`src/rtl/bcd_addsub.sv`:
```
module bcd_addsub #(
  parameter int DIGITS = 4
) (
  input  logic [4*DIGITS-1:0] opa,
  input  logic [4*DIGITS-1:0] opb,
  input  logic                sub,
  input  logic                cin,
  output logic [4*DIGITS-1:0] res,
  output logic                cout
);
  localparam int W = 4 * DIGITS;

  logic [DIGITS:0] carry;

  assign carry[0] = sub | cin;
  assign cout     = carry[DIGITS];

  for (genvar i = 0; i < DIGITS; i++) begin : g_digit
    logic [3:0] da, db, dbx, dsum;
    logic [4:0] raw;
    logic       fix;

    assign da   = opa[4*i +: 4];
    assign db   = opb[4*i +: 4];
    assign dbx  = sub ? (4'd9 - db) : db;
    assign raw  = {1'b0, da} + {1'b0, dbx} + {4'd0, carry[i]};
    assign fix  = raw[4] | (raw[3] & raw[2]) | (raw[3] & raw[1]);
    assign dsum = raw[3:0] + (fix ? 4'd6 : 4'd0);
    assign res[4*i +: 4] = dsum;
    assign carry[i+1]    = fix;

    always_comb begin
      if (da <= 4'd9 && db <= 4'd9) begin
        a_r4_digit_legal: assert (dsum <= 4'd9)
          else $error("R4 digit %0d illegal", i);
        a_r3_fix_threshold: assert (fix == (raw > 5'd9))
          else $error("R3 correction mismatch at digit %0d", i);
        a_r2_weighted_sum: assert ({1'b0, dsum} + (carry[i+1] ? 5'd10 : 5'd0) == raw)
          else $error("R2 digit %0d weight mismatch", i);
        if (sub) begin
          a_r6_nines: assert ({1'b0, dbx} + {1'b0, db} == 5'd9)
            else $error("R6 complement wrong at digit %0d", i);
        end
      end
    end
  end

  always_comb begin
    if (sub) begin
      a_r8_forced_one: assert (carry[0] == 1'b1)
        else $error("R8 lowest carry not forced");
    end
  end

  logic [W-1:0] unused_w;
  assign unused_w = '0;
endmodule

```
`config.mk`:
```
export PLATFORM = sky130hd
export DESIGN_NAME = bcd_addsub
export DESIGN_NICKNAME = d
export VERILOG_FILES = /design/src/rtl/bcd_addsub.sv
export SDC_FILE = /design/constraint.sdc
export NUM_CORES = 1
export LEC_CHECK = 0
export ABC_AREA = 1
export CORE_ASPECT_RATIO = 1.75
export CORE_MARGIN = 2
export CORE_UTILIZATION = 48
export DETAILED_ROUTE_END_ITERATION = 8
export DONT_BUFFER_PORTS = 1
export PLACE_DENSITY_LB_ADDON = 0.08
export SETUP_SLACK_MARGIN = 0.15
export SLEW_MARGIN = 0
export SYNTH_ARGS = -nofsm -noshare
export SYNTH_HDL_FRONTEND = slang
export SYNTH_SLANG_ARGS = --single-unit
```
`constraint.sdc`:
```
create_clock -name vclk -period 10.6
set_clock_uncertainty 0.05 [all_clocks]
set_input_delay 1.06 -clock vclk [all_inputs]
set_output_delay 1.06 -clock vclk [all_outputs]
set_load 0.02 [all_outputs]
```
### After elaboration in Yosys (flattened, before gate mapping)

Index checks and enable logic that the tools add are counted.

* add/sub/neg operators: 16
* multiply operators: 0
* divide/modulo/power cells: 0
* $lt $le $gt $ge: 0
* equal/unequal tests: 0
* shift operators: 0
* muxes and demuxes: 8
* bitwise operators: 17
* reductions and logical operators: 0

Operators by type and width (count)
* adder 4 x 4 -> 5 bit: 4
* adder 5 x 1 -> 5 bit: 4
* adder 4 x 3 -> 4 bit: 4
* two-way mux 4 bit: 4
* subtractor 4 bit (first input constant): 4
* two-way mux 3 bit: 4
* OR 1 bit: 9
* AND 1 bit: 8

* register bits: 0
* bits in latches: 0
* bits in writable memories: 0
* bits in read-only memories: 0
* input port bits: 34
* word-level logic and storage cells: 41
* memories kept: 0

### Logic depth before layout (Yosys ltp)

Gate-level depths: netlist (run 1).

* depth after elaboration: 21
* gate-level depth with buffers: 40
* depth with buffers taken out: 40

### Worst setup path before layout (run 1)

Ideal clock, no wire load.

* path type: input -> output
* from: input sub
* to: output res[15]
* arrival: 7.211 ns
* data required time: 9.490 ns
* slack: 2.279 ns
* stages: 37
* path through: buf_2 -> buf_4 -> xnor2_1 -> fa_1 -> inv_2 -> fa_1 -> xnor2_1 -> nand2_1 -> nand3_2 -> nand2_2 -> inv_2 -> fa_1 -> fa_1 -> nand2_1 -> nand2_1 -> nand2_1 -> nand3_1 -> nand2_1 -> inv_2 -> fa_1 -> fa_1 -> nand2_1 -> nand2_1 -> nand2_1 -> nand3_1 -> nand2_1 -> inv_1 -> fa_1 -> fa_1 -> xor2_1 -> nand2_1 -> nand3_1 -> nand2_1 -> ha_1 -> fa_1 -> nand3b_1 -> nand2_1

* longest elaborated chain between the ends: 20
* elaborated cells on any way between the ends: 31
* those cells by class: add/sub (9); mux (5); bitwise (17)

RTL lines
* from (decl): line 6 `input logic sub,`
* two-way mux 4 bit: line 25 `assign dbx = sub ? (4'd9 - db) : db;`
* adder 4 x 4 -> 5 bit: line 26 `assign raw = {1'b0, da} + {1'b0, dbx} + {4'd0, carry[i]};`
* adder 5 x 1 -> 5 bit: line 26
* AND 1 bit: line 27 `assign fix = raw[4] | (raw[3] & raw[2]) | (raw[3] & raw[1]);`
* OR 1 bit (2 in series): line 27
* adder 5 x 1 -> 5 bit: line 26
* AND 1 bit: line 27
* OR 1 bit (2 in series): line 27
* [... 2 more ...]
* OR 1 bit (2 in series): line 27
* adder 5 x 1 -> 5 bit *: line 26
* AND 1 bit: line 27
* OR 1 bit: line 27
* OR 1 bit *: line 27
* named net cout: line 9 `output logic cout`
* two-way mux 3 bit *: line 28 `assign dsum = raw[3:0] + (fix ? 4'd6 : 4'd0);`
* adder 4 x 3 -> 4 bit *: line 28
* to (decl): line 8 `output logic [4*DIGITS-1:0] res,`

The timed path passes the listed nets; every way through them passes the cells marked *.

### Worst setup path after layout (run 1)

* from: input opb[1]
* to: output res[15]

* longest elaborated chain between the ends: 21
* elaborated cells on any way between the ends: 25
* those cells by class: add/sub (7); mux (2); bitwise (16)

RTL lines
* from (decl): line 5 `input logic [4*DIGITS-1:0] opb,`
* subtractor 4 bit: line 25
* two-way mux 4 bit *: line 25
* adder 4 x 4 -> 5 bit *: line 26
* adder 5 x 1 -> 5 bit *: line 26
* AND 1 bit: line 27
* OR 1 bit: line 27
* OR 1 bit *: line 27
* adder 5 x 1 -> 5 bit *: line 26
* [... 6 more ...]
* OR 1 bit *: line 27
* adder 5 x 1 -> 5 bit *: line 26
* AND 1 bit: line 27
* OR 1 bit: line 27
* OR 1 bit *: line 27
* named net cout: line 9
* two-way mux 3 bit *: line 28
* adder 4 x 3 -> 4 bit *: line 28

Marked as above.

==> summary by stage, run 1 <==
Outcome
The run finished with clean final reports.

Synth
The synthesized-area fraction occupied by adder cells is 43.6%. After Yosys synthesis, and, or, nand and nor cells account for 27.9% of the synthesized area. The cell count after synthesis is 166. The dominant combinational cell family by area after synthesis is adder cells. The part of the Yosys area used for sequential elements is 0%. The mean instance size in the synthesized netlist is 6.78 sq um.

The multiplexer area fraction after synthesis is 0%. After Yosys synthesis, XOR and XNOR cells account for 7.79% of the synthesized area. The number of synthesis warnings is 0. The number of nets in the synthesized netlist is 232. The combined area of all synthesized cells is 0.00112 sq mm.

The complex-gate fraction of the synthesized area is 5.56%. Counting distinct cell types in the post-synthesis netlist gives 20.

Drt
Summing over every cut layer, the via total after detailed routing is 985. The number of remaining DRC errors is 0. The total iterations of the first detailed-routing run is 5. The count of routing violations after the opening detailed-route iteration is 2. For this block, the routed nets add up to 2010 um of wire. The average vias per placed instance is 5.21. After detailed routing, the average wire length per cell comes to 10.6 um. The remaining antenna violation count is 0.

Setup path
The critical path start-end classification is input port to output port. The largest single stage delay on the critical path is 0.42 ns. For the worst setup path, the data required time is 9.49 ns. For the worst setup path, the data arrival time is 7.27 ns.

STA classifies the critical path startpoint as an input port. The highest net fanout along the worst path is 3. STA classifies the critical path endpoint as an output port.

The largest individual stage delay along the critical path comes from the cell fa_1. By instance count, the cell type seen most on the critical path is nand2_1.

STA
Setup violations remaining at the end of the flow were counted as 0. Setup repair after global routing left no endpoint under its margin. Derived from the worst setup path, the maximum achievable clock frequency is 0.119 GHz.

The time the final worst path needs with I/O delays and setup is 8.38 ns. The actual slew at the worst max-slew pin is 0.280 ns. After routing, the total negative slack on setup checks comes to 0 ns. The portion of the clock cycle consumed by the worst path in the final layout is 79.0%. The relative slew slack is 81.3%. The final max-slew violation count was 0.

The final hold violation count is 0. The tightest hold margin is 2.38 ns. After layout, the worst setup slack is 2.22 ns.

Pwr
In this run the static leakage power is 0.690 nW. The cell area power density is 153 mW/mm^2. IR analysis of the VDD net gives a maximum drop of 0.0813 mV.

Layout
The number of clock buffers in the layout is 0. From synthesis to final layout, the design area changed by 1.67%. The count of flip-flops and latches is 0. The antenna diode count is 0. At the end of the flow, the number of nets in the layout was 232.

The proportion of layout cells with a drive suffix above 1 is 6.10%. In the final layout, flip-flops and latches occupy 0 sq um. For this run, the share of the core covered by cells in the final layout is 50.9%.

Clocking
Buffers added to address setup during post-CTS repair amount to 0. The hold buffer count at CTS is 0. Post-CTS repair changed the size of 0 cells.

Global routing
In the global route stage, overall resource usage came out at 15.0%. Entering global routing, the biggest net connects 18 pins. The first-pass GRT wire length is 3060 um. The leftover overflow at the end of global routing is 0. The via count of the first global-routing pass was 882. The initial antenna violation count is 0.

Run
The tool flagged a number of max-cap violations equal to 0.

Place
The worst setup slack after placement is 2.14 ns. The routability congestion estimate from global placement is 0.761. Port buffering added 0 buffers. Detailed placement ended at an HPWL of 1940 um.

Floorplanning
The die is 68.0 um tall. For this configuration, the core starts out at a cell density of 50.1%. After floorplanning, the core was sized to cover 0.00224 sq mm.

The boundary pin count is 51. The floorplan step defined a die boundary enclosing 0.00276 sq mm. The floorplan step set the die width to 40.6 um. The cell row count is 23.

Worst hold path
The class of the worst hold path is input port to output port.
[synth_stat cells]
cell | instances | share of area, %
inv_2 | 3 | 1.0
buf_2 | 1 | 0.44
nand3_1 | 6 | 2.7
inv_1 | 38 | 13
nand3b_1 | 6 | 4.0
clkinv_1 | 1 | 0.33
or2_4 | 1 | 0.78
o21ba_2 | 1 | 0.89
a211oi_1 | 1 | 0.67
o21ai_1 | 4 | 1.8
a21oi_1 | 5 | 2.2
nand2_2 | 3 | 1.7
xor2_1 | 1 | 0.78
xnor2_1 | 9 | 7.0
buf_4 | 1 | 0.67
fa_1 | 12 | 21
nand2_1 | 47 | 16
nor2_1 | 4 | 1.3
nand3_2 | 2 | 1.8
ha_1 | 20 | 22
[metal layers]
layer	global-route usage, %	wire length [um]
met1	12.8	663
met4	4.17	66
met3	1.62	143
met2	31.7	1140
met5	0	0
[cells in the final DEF, fill, tap and decap left out, types with 2 or more instances in the layout]
master and instances:
inv_1 38, ha_1 20, nand2_2 3, nand3_2 2
nand3b_1 6, nand2_1 47, fa_1 12, a21oi_1 5
inv_2 3, o21ai_1 4, nand3_1 6, nor2_1 4
xnor2_1 9
[area by class of cell]
class	instances	area, sq um
Multi-Input combinational cell	122	955
Fill cell	224	1100
Tap cell	25	31.3
Inverter	42	158
[through the flow]
step,std cells,cell area (sq um),power (mW)
after CTS,189,1140,0.179
after global placement,189,1140,0.175
final,189,1140,0.175
after detailed placement,189,1140,0.178
after global routing,189,1140,0.198
after floorplan,166,1120,0.157
[critical path, delay by kind of cell]
kind	cells	cell delay, ns
AND/OR/NAND/NOR	20	2.10
AO/OA/AOI/OAI	1	0.06
adder cells (fa/ha/maj)	10	3.67
buffers and inverters	4	0.19
XOR/XNOR	1	0.19
[kinds of logic after synthesis]
logic type               Yosys count
AND/OR/NAND/NOR                   69
buffers and inverters             44
adder cells (fa/ha/maj)           32
AO/OA/AOI/OAI                     11
XOR/XNOR                          10
[where the power goes]
part           internal, mW  switching [mW]
clock                     0               0
sequential                0               0
combinational        0.0598           0.115
[worst paths after layout]
check | end | slack (ns) | start | depth (start not counted)
min | res[8] | 2.38 | opa[8] | 3
max | res[15] | 2.22 | opb[1] | 36
(Power assumes the default switching activity.)
==> inputs of run 2 (changes only) <==
- clock period: 10.6 -> 8.1 ns (I/O delays scaled with it)
==> summary by stage, run 2 (synthesized netlist as in run 1, its figures left out) <==
Outcome
The flow ran to the end, and the final reports show no timing, DRC or antenna violations.

Pwr
The largest voltage drop on the vdd net is 0.102 mV. The cell area power density is 202 mW/mm^2. After layout, the design draws a total of 245 uW. The static leakage is 0.712 nW.

Layout
The final layout contains 235 nets. The antenna diode count is 0. There are 0 flip-flops and latches. The multi-input combinational cell area is 0.00100 sq mm. After routing the design area is 0.00122 sq mm.

From synthesis to final layout, the design area changed by 8.12%. The area of all sequential standard cells is 0 sq um. The proportion of layout cells with a drive suffix above 1 is 15.6%. The count of filler cells inserted in the layout is 240.

In the layout the commonest cells are nand2_1, inv_1, ha_1, xnor2_1, fa_1. The number of clock buffers in the layout is 0. The most frequent standard cell in the layout excluding fill and tap cells is nand2_1. For this run, the share of the core covered by cells in the final layout is 54.2%.

STA
The portion of the clock cycle consumed by the worst path in the final layout is 92.7%. The final hold violation count came to 0. Setup violations remaining at the end of the flow were counted as 0. Setup repair after global routing left no endpoint under its margin. The final max-slew violation count is 0.

Summed over all failing endpoints, the final setup total negative slack is 0 ns. The actual slew at the worst max-slew pin is 0.380 ns. The time the final worst path needs with I/O delays and setup is 7.51 ns. The maximum clock frequency is 0.133 GHz. In this run the tightest slew margin relative to its limit is 74.5%.

Global routing
The pin count of the biggest net entering global routing is 18. The first-pass GRT wire length is 3190 um. The via count of the first global-routing pass is 909. The initial antenna violation count is 0. Global routing finished with a remaining overflow of 0. The aggregate global-route resource usage is 15.5%.

Place
The count of buffers inserted at the top-level ports is 0. Summed over all nets, the half-perimeter wirelength after detailed placement is 1910 um. The instance area after placement is 0.00114 sq mm. Routability-driven placement finished with a final weighted congestion of 0.753.

Drt
The remaining antenna violation count is 0. The count of routing violations after the opening detailed-route iteration is 5. The pre-antenna-repair detailed-routing pass consisted of 4 iterations. Dividing the detail-routed wire length by the instance count gives 10.7 um.

The average vias per placed instance is 5.06. The total number of vias is 972. The routed wire length is 2050 um. After detailed routing, the number of remaining DRC violations is 0.

Floorplanning
The starting density of the core is 50.1%. The die width is 40.6 um. The initialized floorplan defines 23 standard-cell rows. Pin placement for this block handled 51 I/O pins. From bottom edge to top edge, the die measures 68.0 um. The area of the core is 0.00224 sq mm. The area of the die is 0.00276 sq mm.

Setup path
The highest net fanout along the worst path is 3. The delay contributed by the slowest stage of the critical path is 0.43 ns. The worst setup path is of the input port to output port kind.

The critical path data arrival time is 6.65 ns. The launching element type of the critical path is an input port. At the worst endpoint, the required time is 7.24 ns. The nature of the critical path endpoint is an output port. The most prevalent standard cell on the critical path is nand2_1. On the critical path, the stage with the largest delay is an instance of fa_1.

Clocking
The hold buffer count at CTS is 0.

Run
Across the run, the number of max-cap violations was 0.

Worst hold path
The class of the worst hold path is input port to output port.
run 2: changes by cell type in the layout (fill, tap and decap cells not counted), moves of 3 or more:
cell	before	now
fa_1	12	7
buf_4	0	3
nand2_2	3	6
nand2_1	47	43
fa_2	0	5
run 2: layout make-up:
type	instances	share of cell area (%)
inverters	42	13.0
multi-input cells	122	82.6
well taps	25	2.57
repair buffers	3	1.85
run 2: critical path, delay by kind of cell:
kind	cells	cell delay (ns)
xor gates and xnor gates	1	0.15
buffers and inverters	4	0.16
adders and majority gates	10	3.51
and+or+nand+nor	20	1.94
AOI/OAI and AO/OA	1	0.06
run 2: through the flow:
step                std cells  setup WS, ns  hold WS (ns)
CTS                       189         0.180          1.89
finish                    192         0.590          1.87
floorplan                 166         0.279          1.87
detailed placement        189        0.0706          1.89
global placement          189         0.189          1.89
global route              192         0.170          1.91
run 2: worst paths after layout:
kind / startpoint / to / slack (ns) / cells past startpoint
max: opb[1] / res[15] / 0.59 / 36
min: opa[15] / cout / 1.87 / 3
run 2: timing repair:
action,CTS,global route
pin swaps,0,5
buffers inserted,0,3
resized for setup,2,12
endpoints found under the setup margin,1,2
run 2: metal layers:
metal / wire length [um] / part of all wire [%] / track usage [%] / up-vias
li1: - / - / - / 502
met1: 685 / 33 / 15.3 / 437
met2: 1220 / 60 / 33.7 / 33
met3: 143 / 7.0 / 0.325 / 0
met4: 0 / 0 / 0 / 0
met5: 0 / 0 / 0 / -
run 2: power breakdown:
part	total [mW]	switching, mW	internal (mW)
clock	0	0	0
sequential	0	0	0
combinational	0.245	0.157	0.0889
